$ cat src/rtl/intc_pkg.sv
`timescale 1ns/1ps
package intc_pkg;
  localparam int unsigned ADDR_W = 8;

  localparam logic [ADDR_W-1:0] OFS_PEND   = 8'h00;
  localparam logic [ADDR_W-1:0] OFS_LOAD   = 8'h04;
  localparam logic [ADDR_W-1:0] OFS_MASK   = 8'h08;
  localparam logic [ADDR_W-1:0] OFS_MASKED = 8'h0C;

  typedef enum logic [2:0] {
    SEL_NONE,
    SEL_PEND,
    SEL_LOAD,
    SEL_MASK,
    SEL_MASKED
  } reg_sel_e;

  function automatic reg_sel_e decode_offset(input logic [ADDR_W-1:0] a);
    case (a)
      OFS_PEND:   return SEL_PEND;
      OFS_LOAD:   return SEL_LOAD;
      OFS_MASK:   return SEL_MASK;
      OFS_MASKED: return SEL_MASKED;
      default:    return SEL_NONE;
    endcase
  endfunction
endpackage

$ cat src/rtl/intc_edge_det.sv
`timescale 1ns/1ps
module intc_edge_det #(
  parameter int unsigned N = 32
) (
  input  logic         clk,
  input  logic         rst_n,
  input  logic [N-1:0] lvl_i,
  output logic [N-1:0] rise_o,
  output logic [N-1:0] fall_o
);
  logic [N-1:0] lvl_q;

  for (genvar g = 0; g < N; g++) begin : g_bit
    always_ff @(posedge clk) begin
      if (!rst_n) lvl_q[g] <= 1'b0;
      else        lvl_q[g] <= lvl_i[g];
    end
    assign rise_o[g] =  lvl_i[g] & ~lvl_q[g];
    assign fall_o[g] = ~lvl_i[g] &  lvl_q[g];
  end
endmodule

$ cat src/rtl/intc_pending.sv
`timescale 1ns/1ps
module intc_pending #(
  parameter int unsigned N = 32
) (
  input  logic         clk,
  input  logic         rst_n,
  input  logic [N-1:0] rise_i,
  input  logic [N-1:0] fall_i,
  input  logic         clr_we_i,
  input  logic         load_we_i,
  input  logic [N-1:0] wdata_i,
  output logic [N-1:0] pend_o
);
  // One bit of next state; hardware events outrank software.
  function automatic logic next_bit(input logic cur, input logic rs, input logic fl,
                                    input logic ld, input logic cl, input logic d);
    if (rs)      return 1'b1;
    else if (fl) return 1'b0;
    else if (ld) return d;
    else if (cl) return cur & ~d;
    else         return cur;
  endfunction

  for (genvar g = 0; g < N; g++) begin : g_bit
    always_ff @(posedge clk) begin
      if (!rst_n) pend_o[g] <= 1'b0;
      else pend_o[g] <= next_bit(pend_o[g], rise_i[g], fall_i[g],
                                 load_we_i, clr_we_i, wdata_i[g]);
    end
  end
endmodule

$ cat src/rtl/intc_regs.sv
`timescale 1ns/1ps
module intc_regs #(
  parameter int unsigned N = 32
) (
  input  logic               clk,
  input  logic               rst_n,
  input  logic               rd_i,
  input  intc_pkg::reg_sel_e sel_i,
  input  logic               mask_we_i,
  input  logic [N-1:0]       wdata_i,
  input  logic [N-1:0]       pend_i,
  output logic [N-1:0]       mask_o,
  output logic [N-1:0]       masked_o,
  output logic [N-1:0]       rdata_o
);
  import intc_pkg::*;

  function automatic logic [N-1:0] and_mask(input logic [N-1:0] p, input logic [N-1:0] m);
    return p & m;
  endfunction

  always_ff @(posedge clk) begin
    if (!rst_n)         mask_o <= '0;
    else if (mask_we_i) mask_o <= wdata_i;
  end

  assign masked_o = and_mask(pend_i, mask_o);

  always_comb begin
    rdata_o = '0;
    if (rd_i) begin
      case (sel_i)
        SEL_PEND, SEL_LOAD: rdata_o = pend_i;
        SEL_MASK:           rdata_o = mask_o;
        SEL_MASKED:         rdata_o = masked_o;
        default:            rdata_o = '0;
      endcase
    end
  end
endmodule

$ cat src/rtl/intc_req_drv.sv
`timescale 1ns/1ps
module intc_req_drv #(
  parameter int unsigned N = 32
) (
  input  logic         clk,
  input  logic         rst_n,
  input  logic [N-1:0] masked_i,
  output logic         irq_o
);
  always_ff @(posedge clk) begin
    if (!rst_n) irq_o <= 1'b0;
    else        irq_o <= |masked_i;
  end
endmodule

$ cat src/rtl/intc32_top.sv
`timescale 1ns/1ps
module intc32_top #(
  parameter int unsigned NSRC = 32
) (
  input  logic                          clk,
  input  logic                          rst_n,
  input  logic [NSRC-1:0]               src_i,
  input  logic                          bus_wr,
  input  logic                          bus_rd,
  input  logic [intc_pkg::ADDR_W-1:0]   bus_addr,
  input  logic [NSRC-1:0]               bus_wdata,
  output logic [NSRC-1:0]               bus_rdata,
  output logic                          irq_o
);
  import intc_pkg::*;

  reg_sel_e        sel;
  logic            clr_we, load_we, mask_we;
  logic [NSRC-1:0] src_rise, src_fall;
  logic [NSRC-1:0] pend, mask, masked;

  assign sel     = decode_offset(bus_addr);
  assign clr_we  = bus_wr && (sel == SEL_PEND);
  assign load_we = bus_wr && (sel == SEL_LOAD);
  assign mask_we = bus_wr && (sel == SEL_MASK);

  intc_edge_det #(.N(NSRC)) u_edge (
    .clk(clk), .rst_n(rst_n), .lvl_i(src_i),
    .rise_o(src_rise), .fall_o(src_fall)
  );

  intc_pending #(.N(NSRC)) u_pend (
    .clk(clk), .rst_n(rst_n), .rise_i(src_rise), .fall_i(src_fall),
    .clr_we_i(clr_we), .load_we_i(load_we), .wdata_i(bus_wdata),
    .pend_o(pend)
  );

  intc_regs #(.N(NSRC)) u_regs (
    .clk(clk), .rst_n(rst_n), .rd_i(bus_rd), .sel_i(sel),
    .mask_we_i(mask_we), .wdata_i(bus_wdata), .pend_i(pend),
    .mask_o(mask), .masked_o(masked), .rdata_o(bus_rdata)
  );

  intc_req_drv #(.N(NSRC)) u_req (
    .clk(clk), .rst_n(rst_n), .masked_i(masked), .irq_o(irq_o)
  );
endmodule

$ cat config.mk
export PLATFORM = sky130hd
export DESIGN_NAME = intc32_top
export DESIGN_NICKNAME = d
export VERILOG_FILES = /design/src/rtl/intc_pkg.sv /design/src/rtl/intc_edge_det.sv /design/src/rtl/intc_pending.sv /design/src/rtl/intc_regs.sv /design/src/rtl/intc_req_drv.sv /design/src/rtl/intc32_top.sv
export SDC_FILE = /design/constraint.sdc
export NUM_CORES = 1
export LEC_CHECK = 0
export BUFFER_PORTS_ARGS = -buffer_cell sky130_fd_sc_hd__buf_4
export CAP_MARGIN = 5
export CORE_MARGIN = 4
export CORE_UTILIZATION = 60
export DETAILED_ROUTE_END_ITERATION = 16
export HOLD_SLACK_MARGIN = 0.02
export PLACE_DENSITY_LB_ADDON = 0.1
export SKIP_LAST_GASP = 1
export SLEW_MARGIN = 5
export SYNTH_ARGS = -nofsm -noshare
export SYNTH_HDL_FRONTEND = slang
export SYNTH_SLANG_ARGS = --single-unit
$ cat constraint.sdc
create_clock -name clk -period 2.3 [get_ports clk]
set_input_delay 0.46 -clock clk [delete_from_list [all_inputs] [get_ports clk]]
set_output_delay 0.46 -clock clk [all_outputs]
set_load 0.1 [all_outputs]
==> results.md, run 1 <==
- Ant diodes: 0
- Post-layout instance area: 0.00711 mm2
- Resize count post-CTS: 0
- Vias: 5636
- Cell Rows: 35
- Syn Inst Count: 691
- Die H: 106 um
- Reg area: 0.00194 mm2
- Fin crit period: 2.20 ns
- Residual DRC: 0
- FF-to-FF path depth: 3
- Vias/cell: 6.17
- Initial antenna violation count: 0
- Reg-to-Reg Start: u_edge.lvl_q[19]$_SDFF_PN0_
- Most common cell in the synthesized netlist: dfxtp_1
- Port Buffers: 108
- Max Freq: 454 MHz
- Fillers: 695
- Largest net degree at the start of global routing: 60
- Hold WS: 0.302 ns
- #FFs+latches synth: 97
- Startpoint types: primary input
- Net Sw Power: 1.00 mW
- Worst hold path type: primary input to register
- Yosys cell types: 32
- Part of the power in combinational logic: 16.4%
- Crit path buffers/inverters: 3
- Sequential-to-total area share from yosys stat: 33.6%
- Setup Buffers After CTS: 0
- Worst EP required: 1.84 ns
- Clk Latency, worst-skew pair: 0.37 ns
- Ys flop type: dfxtp_1
- WL per Instance: 18.0 um
- Yosys top cell area share: 33.6%
- Metal2 WL: 8.09 mm
- Post-Place Cells: 897
- Largest cells by area after synthesis: dfxtp_1 34%, ha_1 14%, or4b_1 4.3%, a21boi_0 4.2%, inv_1 4.2%
- Syn nets: 831
- Core area: 0.00933 mm2
- Die Wd: 106 um
- Status: completed
- Clock share of power: 34.0%
- Global-route wire length before repair: 26.9 mm
- P_int: 2.74 mW
- Total power draw: 3.75 mW
- Met1 wire length: 6.76 mm
- Worst Slack Setup Final: 0.0967 ns
- Worst rel slew slack: 67.4%
- Worst Skew: 0.0102 ns
- Final setup fails: 0
- R2R Path End: u_pend.pend_o[19]$_SDFFE_PN0P_
- Vias in the first global route: 5608
- Pre-antenna DRT Iters: 5
- Clock sink count: 97
- Total grt overflow: 0
- Non-filler instance count after layout: 913
- Routed wire length: 16.5 mm
- Most frequent CP cell: buf_4
- CP Class: primary input to output pin
- CTS buffer count: 9
- Post-CTS Hold Fix Bufs: 0
- Slowest stage delay, CP: 0.31 ns
- Synth Warn #: 0
- Leak Pwr: 2.86 nW
- Area taken by multi-input logic gates: 0.00352 mm2
- Worst Hold End: u_edge.lvl_q[23]$_SDFF_PN0_
- PD cells: 527 mW/mm2
- Clock Path Buffers: 2
- Post-DP Area: 0.00689 mm2
- Crit share post-route: 95.8%
- Final Max Slew Viols: 0
- Post-Synthesis Cell Area: 0.00578 mm2
- Clock transition at path regs: 0.10 ns
- Switch share: 26.8%
- Final Net Count: 919
- Initial Utilization: 62.0%
- Crit Path Max Fanout: 32
- Layout cells sized above 1: 23.2%
- P&R area growth vs syn: 23.1%
- Number of DRC markers in iteration 0: 425
- Routability congestion estimate: 0.862
- RSZ-0062 raised after global routing: no
- Final Hold Viols: 0
- CP Cell Sequence: buf_4 > nor4_4 > nand3_2 > buf_12 > nor2_2 > buf_4
- Highest metal used: met4
- Arr. time, crit path: 1.74 ns
- CTS tree: built
- Maximum Capacitance Violations: 0
- CP top delay family: buffers and inverters
- Maximum vdd drop: 0.000461 V
- Hold Path Origin: src_i[23]
- DP HPWL: 11.5 mm
- Yosys top cell by area: dfxtp_1
- Met3 WL post-DR: 1.26 mm
- Ports: 109
- Setup WS pre-CTS: 0.114 ns
- Worst Max-Slew Pin Slew: 0.487 ns
- Post-synth top cells: 97 x dfxtp_1, 64 x ha_1, 64 x inv_1, 64 x nand2_1, 33 x nor2_1
- CTS H-Tree Depth: 3
- Antenna viol nets, final: 0
- Sequential Power Share: 49.6%
- Die area: 0.0113 mm2
- Post-synth EDFFs: 0
- CP max stage cell: nor4_4
- GRT Total Usage: 29.3%
- Syn Area/Cell: 8.36 um2
- Reg-to-reg slack, setup: 0.90 ns
- Async set or reset register ratio after synthesis: 0%
- CTS root buf: clkbuf_8
- Worst Hold Depth: 2
- Crit path capture type: output pin
-- stage by stage --
step / util (%) / setup TNS [ns]
4_1_cts: 76.3 / 0
5_1_grt: 76.3 / 0
3_3_place_gp: 73.9 / 0
6_report: 76.3 / 0
3_5_place_dp: 73.9 / 0
2_1_floorplan: - / -8.13
-- worst reg2reg max path: cells and delay by family, from the launching register on --
family	cells	cell delay (ns)
adder cells (fa/ha/maj)	1	0.19
flip-flops	1	0.33
AO/OA/AOI/OAI	1	0.17
AND/OR/NAND/NOR	1	0.64
-- power groups by stage --
stage          Clock [mW]  Sequential, mW  Combinational (mW)
2_1_floorplan           0            1.86               0.369
3_3_place_gp            0            1.89               0.573
3_5_place_dp            0            1.89               0.603
4_1_cts              1.28            1.85               0.609
5_1_grt              1.35            1.87               0.683
6_report             1.27            1.86               0.614
-- cells by family (layout without fill, tap and decap cells) --
kind of cell / after synthesis / in the layout / synth area share, %
AND/OR/NAND/NOR: 207 / 207 / 21.3
adder cells (fa/ha/maj): 64 / 64 / 13.9
buffers and inverters: 114 / 207 / 8.18
flip-flops: 97 / 97 / 33.6
AO/OA/AOI/OAI: 209 / 209 / 23.1
-- cell type report --
type | instances | share of cell area (%)
clock inverter | 2 | 0.844
sequential | 97 | 27.3
tap | 129 | 2.27
multi-input combinational | 480 | 49.5
clock buffer | 14 | 2.29
inverter | 65 | 3.43
timing repair buffer | 126 | 14.4
-- sequential cells by signal, indices dropped and copies added (netlist names) --
| register | flops |
|---|---|
| u_pend.pend_o | 32 |
| u_regs.mask_o | 32 |
| u_req.irq_o | 1 |
| u_edge.lvl_q | 32 |
-- metal layers --
layer  global-route usage (%)  vias up
li1                         -     2646
met1                     36.8     2689
met2                     48.5      266
met3                     6.38       35
met4                     12.5        0
met5                        0        -
-- worst max-delay path by stage --
| stage | from | slack, ns | cells after the start | to |
|---|---|---|---|---|
| 6_report | bus_addr[7] | 0.1 | 6 | bus_rdata[10] |
| 5_1_grt | bus_addr[7] | 0.05 | 6 | bus_rdata[10] |
| 4_1_cts | bus_addr[7] | 0.11 | 6 | bus_rdata[0] |
| 3_5_place_dp | bus_addr[7] | 0.11 | 6 | bus_rdata[0] |
| 3_3_place_gp | bus_addr[7] | 0.17 | 6 | bus_rdata[21] |
| 2_1_floorplan | bus_addr[7] | -0.42 | 3 | bus_rdata[0] |
-- cell usage in the layout, fill, tap and decap left out --
cell type / instances
a21boi_0: 32
a21oi_1: 32
a22oi_1: 16
a31oi_1: 32
and2_1: 32
and3_1: 1
and4_2: 1
buf_12: 6
buf_4: 120
bufinv_16: 2
clkbuf_1: 3
clkbuf_8: 11
dfxtp_1: 97
ha_1: 64
inv_1: 64
inv_2: 1
nand2_1: 64
nand3_1: 2
nand3_2: 1
nand3b_1: 32
nand4_1: 4
nor2_1: 3
nor2_2: 15
nor2_4: 15
nor2b_2: 1
nor3b_1: 1
nor4_4: 1
o21ai_0: 32
o22ai_1: 32
o31ai_1: 32
o41a_1: 1
or3b_2: 1
or4_1: 1
or4b_1: 25
or4b_2: 7
Note: power is estimated with default switching activity, not from simulation.
==> run 2, diff against run 1 <==
==> constraint.sdc (replaced) <==
create_clock -name clk -period 2.6 [get_ports clk]
set_input_delay 0.52 -clock clk [delete_from_list [all_inputs] [get_ports clk]]
set_output_delay 0.52 -clock clk [all_outputs]
set_load 0.1 [all_outputs]
==> run 2 against run 1 <==
Compared with the run above:
- clock power down 22%
- sequential power is 12% lower
- first-iteration DRC count down 16%
- largest power group unchanged
- worst setup slack gained 0.12 ns
==> results.md, run 2 (synthesis results as in run 1) <==
- Worst hold path type: primary input to register
- Resize count post-CTS: 0 (unchanged)
- GRT Max-Usage Layer: met2
- Most frequent CP cell: buf_4
- Commonest non-fill, non-tap cell in the layout: buf_4
- Clock sink count: 97 (unchanged)
- Crit path buffers/inverters: 3 (unchanged)
- CTS root buf: clkbuf_8
- CTS buffer count: 9 (unchanged)
- Final Max Slew Viols: 0 (unchanged)
- Initial antenna violation count: 0 (unchanged)
- CP Cell Sequence: buf_4 > nor4_4 > nand3_2 > buf_12 > nor2_1 > buf_4
- Post-CTS Hold Fix Bufs: 0 (unchanged)
- Crit path capture type: output pin
- Initial Utilization: 62.0% (unchanged)
- DP HPWL: 11.3 mm (-2.0%)
- Worst EP required: 2.08 ns (+0.24 ns)
- Clock Path Buffers: 2 (unchanged)
- Ports: 109 (unchanged)
- Met1 Usage GRT: 35.8% (-1.1 points)
- P&R area growth vs syn: 21.3%
- Die Wd: 106 um (unchanged)
- Crit Path Max Fanout: 24 (-25%)
- Core area: 0.00933 mm2 (unchanged)
- Final setup fails: 0 (unchanged)
- Total grt overflow: 0 (unchanged)
- Largest net degree at the start of global routing: 98 (+63%)
- Crit share post-route: 91.9%
- Vias in the first global route: 5661 (+0.95%)
- Die area: 0.0113 mm2 (unchanged)
- Global-route wire length before repair: 26.9 mm (+0.26%)
- GRT Total Usage: 29.8% (+0.42 points)
- Post-DP Area: 0.00682 mm2 (-0.98%)
- Startpoint types: primary input
- Slowest stage delay, CP: 0.37 ns (+0.06 ns)
- Post-layout instance area: 0.00701 mm2 (-1.4%)
- Antenna viol nets, final: 0 (unchanged)
- Pre-antenna DRT Iters: 5 (unchanged)
- Port Buffers: 108 (unchanged)
- Setup Buffers After CTS: 0 (unchanged)
- Total power draw: 3.18 mW (-15%)
- Setup TNS: 0 ns (unchanged)
- CP max stage cell: nor4_4
- Routing usage on met3: 6.19% (-0.18 points)
- Met2 usage: 50.8% (+2.3 points)
- Layout cells sized above 1: 22.8% (-0.39 points)
- Arr. time, crit path: 1.87 ns (+0.13 ns)
- Fin crit period: 2.39 ns
- Ant diodes: 0 (unchanged)
- RSZ-0062 raised after global routing: no
- CP Class: primary input to output pin
- Final Net Count: 915 (-0.44%)
- WL per Instance: 18.1 um (+0.14%)
- Cell Rows: 35 (unchanged)
- Vias: 5581 (-0.98%)
- Post-Place Cells: 893 (-0.45%)
- Non-filler instance count after layout: 909 (-0.44%)
- Max Freq: 419 MHz
- CTS H-Tree Depth: 3 (unchanged)
- Maximum vdd drop: 0.000259 V (-44%)
- Top flop regs: u_edge.lvl_q x32, u_pend.pend_o x32, u_regs.mask_o x32
- CP top delay family: simple AND/OR/NAND/NOR gates
- Clock transition at path regs: 0.09 ns (about the same)
- Routability congestion estimate: 0.866 (+0.48%)
- Number of DRC markers in iteration 0: 355 (-16%)
- Leak Pwr: 2.81 nW (-1.8%)
- Worst Max-Slew Pin Slew: 0.921 ns (+0.433 ns)
- CTS tree: built
- Most frequent cells in the layout: 119 x buf_4, 97 x dfxtp_1, 64 x inv_1, 64 x nand2_1, 64 x ha_1
- Worst Skew: 0.00509 ns (-0.00512 ns)
- Worst rel slew slack: 38.6% (-29 points)
- Clk Latency, worst-skew pair: 0.38 ns (about the same)
- Final Hold Viols: 0 (unchanged)
- Residual DRC: 0 (unchanged)
- Maximum Capacitance Violations: 0 (unchanged)
- Status: completed
- Routed wire length: 16.4 mm (-0.30%)
- Vias/cell: 6.14 (-0.54%)
- Die H: 106 um (unchanged)
- Hold WS: 0.356 ns (+0.0546 ns)
- PD cells: 453 mW/mm2 (-14%)
[run 2: layout make-up]
cell class                      count  area, um2
Multi-Input combinational cell    480       3520
Fill cell                         704       2310
Sequential cell                    97       1940
Timing Repair Buffer              122        953
Inverter                           65        244
Tap cell                          129        161
Clock buffer                       13        149
Clock inverter                      3       40.0
[run 2: path summary, 6_finish.rpt]
path	start	endpoint	slack, ns	cells after the start
worst max-delay path	bus_addr[7]	bus_rdata[31]	0.21	6
worst min-delay path	src_i[2]	u_edge.lvl_q[2]$_SDFF_PN0_	0.36	2
worst max register to register	u_edge.lvl_q[0]$_SDFF_PN0_	u_pend.pend_o[0]$_SDFFE_PN0P_	1.22	3
worst min register to register	u_regs.mask_o[31]$_SDFFE_PN0P_	u_regs.mask_o[31]$_SDFFE_PN0P_	0.49	2
[run 2: power breakdown]
part	switching, mW	leakage [nW]	total [mW]	internal, mW
clock	0.526	0.0974	0.996	0.470
sequential	0.0789	0.798	1.64	1.57
combinational	0.279	1.92	0.537	0.258
[run 2: layer usage]
metal / share of wire [%] / vias up
met5: 0 / -
met4: 2.7 / 0
met3: 8.3 / 33
met2: 49 / 239
met1: 40 / 2680
li1: - / 2629
[run 2: stage by stage]
step                      setup WS (ns)  utilization [%]
after floorplan                  -0.237                -
after global placement            0.264             73.2
after detailed placement          0.214             73.2
after CTS                         0.216             75.2
final                             0.212             75.2
after global routing              0.101             75.2
